`src/rtl/sca_depth_ctrl.sv`:
```
module sca_depth_ctrl #(
  parameter int NCH   = 8,
  parameter int CELLS = 1024,
  localparam int LW   = $clog2(NCH),
  localparam int MW   = $clog2(LW + 1),
  localparam int CW   = $clog2(CELLS),
  localparam int POSW = CW + LW
) (
  input  logic                clk,
  input  logic                rst_n,
  input  logic                stop,
  input  logic [MW-1:0]       cfg_mode,
  input  logic                cfg_cascade,
  input  logic                casc_in,
  output logic [NCH-1:0]      ch_en,
  output logic [NCH-2:0]      ch_link,
  output logic [NCH*POSW-1:0] pos_o,
  output logic                casc_out
);

  logic [MW-1:0]   mode_q;
  logic            cas_q;
  logic            away;
  logic [POSW-1:0] pos [NCH];
  logic [POSW-1:0] last;
  int              nact;
  logic            load;

  assign last     = POSW'((CELLS << mode_q) - 1);
  assign nact     = NCH >> mode_q;
  assign load     = stop && (cfg_mode != mode_q || cfg_cascade != cas_q);
  assign casc_out = !stop && cas_q && !away && (pos[0] == last);

  always_ff @(posedge clk) begin
    if (!rst_n) begin
      mode_q <= '0;
      cas_q  <= 1'b0;
      away   <= 1'b0;
      for (int g = 0; g < NCH; g++) pos[g] <= '0;
    end else if (load) begin
      mode_q <= cfg_mode;
      cas_q  <= cfg_cascade;
      away   <= 1'b0;
      for (int g = 0; g < NCH; g++) pos[g] <= '0;
    end else if (!stop) begin
      for (int g = 0; g < NCH; g++) begin
        if (g < nact) begin
          if (g == 0 && away) begin
            if (casc_in) away <= 1'b0;
          end else if (pos[g] == last) begin
            pos[g] <= '0;
            if (g == 0 && cas_q) away <= 1'b1;
          end else begin
            pos[g] <= pos[g] + 1'b1;
          end
        end
      end
    end
  end

  always_comb begin
    ch_en = '0;
    for (int g = 0; g < NCH; g++)
      if (g < nact && !(g == 0 && away))
        ch_en[(g << mode_q) + int'(pos[g] >> CW)] = 1'b1;
  end

  for (genvar i = 0; i < NCH - 1; i++) begin : g_link
    assign ch_link[i] = (((i + 1) & ((1 << mode_q) - 1)) != 0);
  end

  for (genvar g = 0; g < NCH; g++) begin : g_pos
    assign pos_o[g*POSW +: POSW] = pos[g];
  end

endmodule

```
`config.mk`:
```
export PLATFORM = sky130hd
export DESIGN_NAME = sca_depth_ctrl
export DESIGN_NICKNAME = d
export VERILOG_FILES = /design/src/rtl/sca_depth_ctrl.sv
export SDC_FILE = /design/constraint.sdc
export NUM_CORES = 1
export LEC_CHECK = 0
export ABC_CLOCK_PERIOD_IN_PS = 3400
export BUFFER_PORTS_ARGS = -buffer_cell sky130_fd_sc_hd__buf_2
export CAP_MARGIN = 40
export CORE_MARGIN = 2
export CORE_UTILIZATION = 30
export CTS_CLUSTER_SIZE = 10
export DETAILED_ROUTE_END_ITERATION = 7
export PLACE_DENSITY_LB_ADDON = 0.05
export SYNTH_ARGS = -nofsm -noshare
export SYNTH_HDL_FRONTEND = slang
export SYNTH_SLANG_ARGS = --single-unit
export TNS_END_PERCENT = 100
```
`constraint.sdc`:
```
create_clock -name clk -period 3.4 [get_ports clk]
set_clock_uncertainty 0.1 [all_clocks]
set_input_delay 0.17 -clock clk [delete_from_list [all_inputs] [get_ports clk]]
set_output_delay 0.17 -clock clk [all_outputs]
set_load 0.05 [all_outputs]
```
==> summary.txt, run 1 <==
Clock tree
  – Clock Pin Slew Worst Setup and Hold Paths: 0.08 ns
  – Longest Clk Path Bufs: 2
  – Total CTS buffers: 9
  – CTS tree: built
  – TritonCTS Sinks: ~110
  – Clock Latency Late Sink: 0.37 ns
  – Root Driver: clkbuf_16
  – H-tree depth: 3

Routing
  – Vias post-DR: 5735
  – Via density: 4.80
  – Iter 0 DRT Violations: 550
  – Antenna viol nets, final: 0
  – DRT Wirelength: 19800 µm
  – DRC violations left: 0
  – Initial DRT Pass Iterations: 4
  – Average wire per standard cell: 16.6 µm

Min path
  – Hold Path Depth: 2
  – Min-Delay Path Class: primary input to flop
  – Hold path start: rst_n
  – Hold EP: cas_q

Placement
  – Port Buffers: about 130
  – Dpl hpwl: 14900 µm
  – Pre-CTS setup slack: 0.0414 ns
  – Final Wtd Congestion: roughly 0.86

Timing
  – Final period util: 96.5%
  – Hold Vio Cnt, Final: 0
  – Fmax: 305 MHz
  – Crit path time final: between 3 and 4 ns
  – Actual slew at the worst max-slew pin: 0.741 ns
  – Final worst setup slack: 0.120 ns
  – Setup TNS: 0 ns
  – Slew Viols, Final: 0
  – Endpoints failing setup: 0
  – RSZ-0062 raised after global routing: true
  – Slew headroom: 50.3%

Synth
  – Post-synth EDFFs: 104
  – Unique masters post-synth: 65
  – Most used DFF post-synth: edfxtp_1
  – Asr flop ratio synth: 0%
  – Post-synthesis average cell area: 9.91 µm²
  – Dominant cells by area after synthesis: edfxtp_1 (44%), xnor2_1 (7.2%), xor2_1 (7.1%)
  – Sequential cell area fraction in the yosys report: 44.7%
  – Synthesized area: about 7000 µm²
  – Post-Syn Instances: 723
  – Seq cells post-synth: 108
  – Synth cell count leaders: nor2_1 (131), edfxtp_1 (104), xnor2_1 (59)
  – Synth area leader: edfxtp_1
  – Syn_nets: 767
  – Post-synth top area share: 43.6%
  – Count leader, synth: nor2_1
  – Yosys warnings: 0

GRT
  – Largest net degree at the start of global routing: 18
  – Total track usage: 15.8%
  – Via count of the first global-routing pass: around 5.5k
  – Antenna violations before repair: 0
  – GRT overflow: 0
  – Global-route wire length before repair: 30400 µm

Setup path
  – CP Launch Type: flop
  – CP Capture Type: primary output
  – R2r worst-path depth: 10
  – R2R Setup Slk: 0.79 ns
  – Beginning of the worst register-to-register path: mode_q[0]
  – CP Data Required Time: 3.13 ns
  – Data arrival time of the worst path: 3.01 ns
  – CP Class: flop to primary output
  – CP Max Fanout: 6
  – Worst r2r dst: pos[0][6]

Floorplanning
  – Die area: 25100 µm²
  – Core area: 23500 µm²
  – Starting Density: 30.5%
  – I/O Pins: 127
  – Die Y: ~160 µm
  – Cell Rows: 56
  – Die Span X: between 150 and 200 µm

Power and ir drop
  – Peak VDD IR: roughly 0.21 mV
  – Leakage: approximately 3.6 nW
  – Pwr/cell area: 481 nW/µm²

Status
  – Status: complete, no violations

Final layout
  – Fillers: 2369
  – # diodes: 0
  – Share of cells above drive strength 1: 26.7%
  – Nets: 915
  – Layout Area Growth over Synthesis: 24.0%

Flow run
  – Max Cap Viol: 0
-- kinds of logic (layout without fill, tap and decap cells) --
| group | Yosys count | after routing | share of synthesized area [%] |
|---|---|---|---|
| adders and majority gates | 37 | 37 | 6.88 |
| and+or+nand+nor | 332 | 332 | 23.2 |
| buffers and inverters | 55 | 207 | 3.39 |
| muxes | 3 | 3 | 0.419 |
| DFF | 108 | 108 | 44.7 |
| xor gates and xnor gates | 117 | 117 | 14.3 |
| AOI/OAI and AO/OA | 71 | 71 | 7.14 |
-- flip-flops by register name (all words and copies together) (netlist names) --
name	flops
mode_q	2
cas_q	1
pos	104
away	1
-- worst max-delay path: stages (launching register included) --
cell	delay, ns
dfxtp_4	0.37
inv_4	0.08
ha_4	0.17
ha_2	0.19
inv_1	0.05
fa_2	0.34
nor3b_1	0.15
a21oi_1	0.16
a221oi_2	0.09
and2_4	0.19
a221o_1	0.34
a211o_2	0.34
buf_6	0.16
-- power breakdown --
part	leakage [nW]	total [mW]	switching (mW)	internal (mW)
clock	0.127	1.02	0.522	0.495
combinational	2.21	1.53	1.04	0.489
sequential	1.22	1.73	0.150	1.58
total	3.55	4.27	1.71	2.56
-- repair_timing --
action / CTS / global route
endpoints found under the setup margin: 8 / 8
resized for setup: 19 / 30
hold endpoints to repair: 1 / 0
pin swaps: 4 / 8
hold buffers: 1 / 0
setup buffers: 7 / 2
-- per-layer routing --
layer | GRT usage (%) | vias up | share of wire (%)
met5 | 0 | - | 0
met4 | 5.88 | 0 | 2.1
met3 | 2.37 | 23 | 4.0
met2 | 25.6 | 117 | 47
met1 | 21.4 | 2752 | 47
li1 | - | 2843 | -
-- worst max path at each step --
stage | start | to | slack, ns | depth (start not counted)
floorplan | mode_q[1] | ch_en[3] | 0.007 | 11
global placement | mode_q[1] | ch_en[1] | 0.13 | 13
detailed placement | mode_q[1] | ch_en[1] | 0.04 | 13
CTS | mode_q[0] | ch_en[3] | 0.002 | 12
global route | mode_q[0] | ch_en[3] | -0.001 | 12
finish | mode_q[0] | ch_en[3] | 0.12 | 12
-- placed cells by master, fill, tap and decap left out, types with 4 or more instances in the layout --
master,n
nand4_1,14
buf_4,31
nor3_1,15
nand2_1,35
fa_2,4
clkbuf_16,9
buf_2,119
inv_1,25
a31oi_1,4
and3_1,19
buf_6,5
o32ai_1,4
nor2b_1,10
ha_1,28
nand3_1,49
o21ai_2,4
a221oi_2,5
nor2_1,131
nor2_2,10
and2_1,4
a21oi_1,13
xnor2_1,57
xor2_1,58
and4_1,4
edfxtp_1,104
nand2b_1,11
o21ai_1,7
o22ai_1,6
-- metrics by stage --
stage	hold WS, ns	util (%)	instances	power (mW)	cell area (µm²)
global placement	0.344	35.4	1164	3.19	8310
finish	0.00934	37.9	1194	4.27	8890
CTS	0.00213	37.3	1192	4.29	8760
global route	0.0298	37.9	1194	4.47	8890
detailed placement	0.366	35.6	1169	3.21	8350
floorplan	0.198	-	723	2.80	7220
-- layout make-up --
class | count | area, µm² | share of cell area, %
clock buffers | 9 | 225 | 2.53
clock inverters | 6 | 41.3 | 0.464
inverters | 30 | 123 | 1.38
multi-input cells | 560 | 3910 | 44.0
flip-flops and latches | 108 | 3210 | 36.1
well taps | 319 | 399 | 4.49
repair buffers | 162 | 985 | 11.1
Power figures use the tool's default switching activity.
==> run 2, diff against run 1 <==
Settings changed: CORE_MARGIN 2 to default, HOLD_SLACK_MARGIN from default to 0.03.
==> run 2 against run 1 <==
  * Routed wire length decreased by 0.89%
  * Sequential share of layout area increased by 0.087 points
  * Register-to-register slack improved by 0.04 ns
  * Clock-buffer cell count increased by 2
  * Die area decreased by 2.5%
  * Cell count decreased by 0.25%
==> summary.txt, run 2 (synthesized netlist as in run 1, its figures left out) <==
Status
  – Status: complete, no violations

Setup path
  – R2r worst-path depth: 10
  – CP Class: flop to primary output
  – Worst r2r dst: pos[0][8]
  – Crit path max-delay family: adder cells
  – Crit path to: ch_en[2]
  – CP Launch Type: flop
  – WP depth: 13
  – Data arrival time of the worst path: about 3.1 ns
  – Critical path cell sequence: inv_4 -> ha_4 -> ha_4 -> inv_1 -> fa_2 -> nor2b_4 -> o21ai_2 -> xnor2_2 -> buf_4 -> nor4_4 -> a221oi_1 -> o21ai_2 -> buf_6
  – CP Capture Type: primary output
  – Worst path max stage delay: 0.39 ns
  – Crit. Startpoint: mode_q[1]
  – Beginning of the worst register-to-register path: mode_q[1]
  – CP Data Required Time: 3.13 ns
  – R2R Setup Slk: 0.83 ns
  – Worst Path Buf+Inv: 4
  – CP Max Fanout: 7
  – Slowest-stage cell, CP: fa_2

Final layout
  – Max reg flops: about 100
  – Layout Area Growth over Synthesis: 23.7%
  – Fillers: 2375
  – # diodes: 0
  – Top flop regs: pos x104, mode_q x2
  – Biggest register: pos
  – Share of cells above drive strength 1: 25.8%
  – Nets: 911
  – Most frequent cells in the layout: nor2_1 (131), buf_2 (118), edfxtp_1 (104)
  – Most common cell after layout, fill and taps aside: nor2_1

Timing
  – Final worst setup slack: between 0.08 and 0.09 ns
  – Endpoints failing setup: 0
  – Hold Vio Cnt, Final: 0
  – Crit path time final: 3.32 ns
  – Actual slew at the worst max-slew pin: 0.689 ns
  – Slew Viols, Final: 0
  – Fmax: 301 MHz
  – RSZ-0062 raised after global routing: true
  – Final period util: 97.6%
  – Slew headroom: 53.7%
  – Setup TNS: 0 ns

Routing
  – Via density: 4.84
  – DRC violations left: 0
  – Initial DRT Pass Iterations: 4
  – Antenna viol nets, final: 0
  – DRT Wirelength: 19600 µm
  – Iter 0 DRT Violations: ~380
  – Average wire per standard cell: between 15 and 20 µm
  – Vias post-DR: 5760

Clock tree
  – Clock Pin Slew Worst Setup and Hold Paths: 0.07 ns
  – Longest Clk Path Bufs: 2
  – Clock Latency Late Sink: roughly 0.36 ns
  – Total CTS buffers: 9
  – TritonCTS Sinks: roughly 110
  – H-tree depth: 3
  – CTS tree: built
  – Root Driver: clkbuf_16

GRT
  – GRT overflow: 0
  – Largest net degree at the start of global routing: 18
  – Global-route wire length before repair: 31000 µm
  – Via count of the first global-routing pass: 5512
  – Total track usage: 16.3%
  – Antenna violations before repair: 0

Floorplanning
  – Starting Density: between 30 and 40%
  – Die area: between 20000 and 25000 µm²
  – Core area: 23500 µm²
  – Die Span X: approximately 160 µm
  – Cell Rows: 56
  – I/O Pins: 127
  – Die Y: 157 µm

Power and ir drop
  – Leakage: 3.53 nW
  – Pwr/cell area: 483 nW/µm²
  – Peak VDD IR: 0.196 mV

Placement
  – Pre-CTS setup slack: 0.148 ns
  – Port Buffers: 126
  – Final Wtd Congestion: roughly 0.88
  – Dpl hpwl: 14700 µm

Min path
  – Min-Delay Path Class: primary input to flop

Flow run
  – Max Cap Viol: 0
==> run 2: final cells by class <==
cell class | count | area (µm²) | area share, %
multi-input cells | 560 | 3920 | 44.2
repair buffers | 158 | 948 | 10.7
clock buffers | 11 | 233 | 2.62
inverters | 30 | 123 | 1.38
well taps | 319 | 399 | 4.50
flip-flops and latches | 108 | 3210 | 36.2
clock inverters | 5 | 36.3 | 0.409
==> run 2: how the worst min path moves through the flow <==
stage,from,end,depth (start not counted)
floorplan,rst_n,mode_q[0],1
global placement,cfg_cascade,cas_q,3
detailed placement,cfg_cascade,cas_q,3
CTS,rst_n,cas_q,2
global route,rst_n,cas_q,2
finish,rst_n,cas_q,2
==> run 2: through the flow <==
stage | std cells | area, µm² | utilization, % | total power [mW] | hold WS, ns
after floorplan | 723 | 7220 | - | 2.80 | 0.198
after global placement | 1169 | 8340 | 35.5 | 3.19 | 0.349
after detailed placement | 1172 | 8370 | 35.7 | 3.21 | 0.360
after CTS | 1190 | 8710 | 37.1 | 4.28 | 0.0494
after global routing | 1191 | 8870 | 37.8 | 4.48 | 0.0556
final | 1191 | 8870 | 37.8 | 4.28 | 0.0631
==> run 2: layer usage <==
layer | track usage (%) | up-vias | part of all wire, %
li1 | - | 2842 | -
met3 | 2.52 | 23 | 4.7
met5 | 0 | - | 0
met4 | 5.88 | 0 | 2.0
met1 | 22.1 | 2746 | 47
met2 | 26.3 | 149 | 47
==> run 2: power by group <==
part | switching [mW] | internal [mW] | total [mW] | leakage (nW)
Sequential | 0.151 | 1.58 | 1.73 | 1.22
Clock | 0.519 | 0.501 | 1.02 | 0.124
Combinational | 1.04 | 0.491 | 1.53 | 2.19
==> run 2: timing repair <==
item,in CTS,in global routing
endpoints found under the hold margin,1,0
setup buffers,1,2
pin swaps,3,12
resized for setup,17,32
setup endpoints to repair,8,8
hold buffers,1,0
==> run 2: worst reg2reg max path: stages (launching register included) <==
cell and delay (ns):
dfxtp_4 0.37, inv_4 0.08, ha_4 0.21, buf_4 0.15, clkinv_4 0.04, ha_1 0.29
buf_4 0.19, nor3b_2 0.16, or2_2 0.35, o21ai_2 0.12, buf_4 0.22
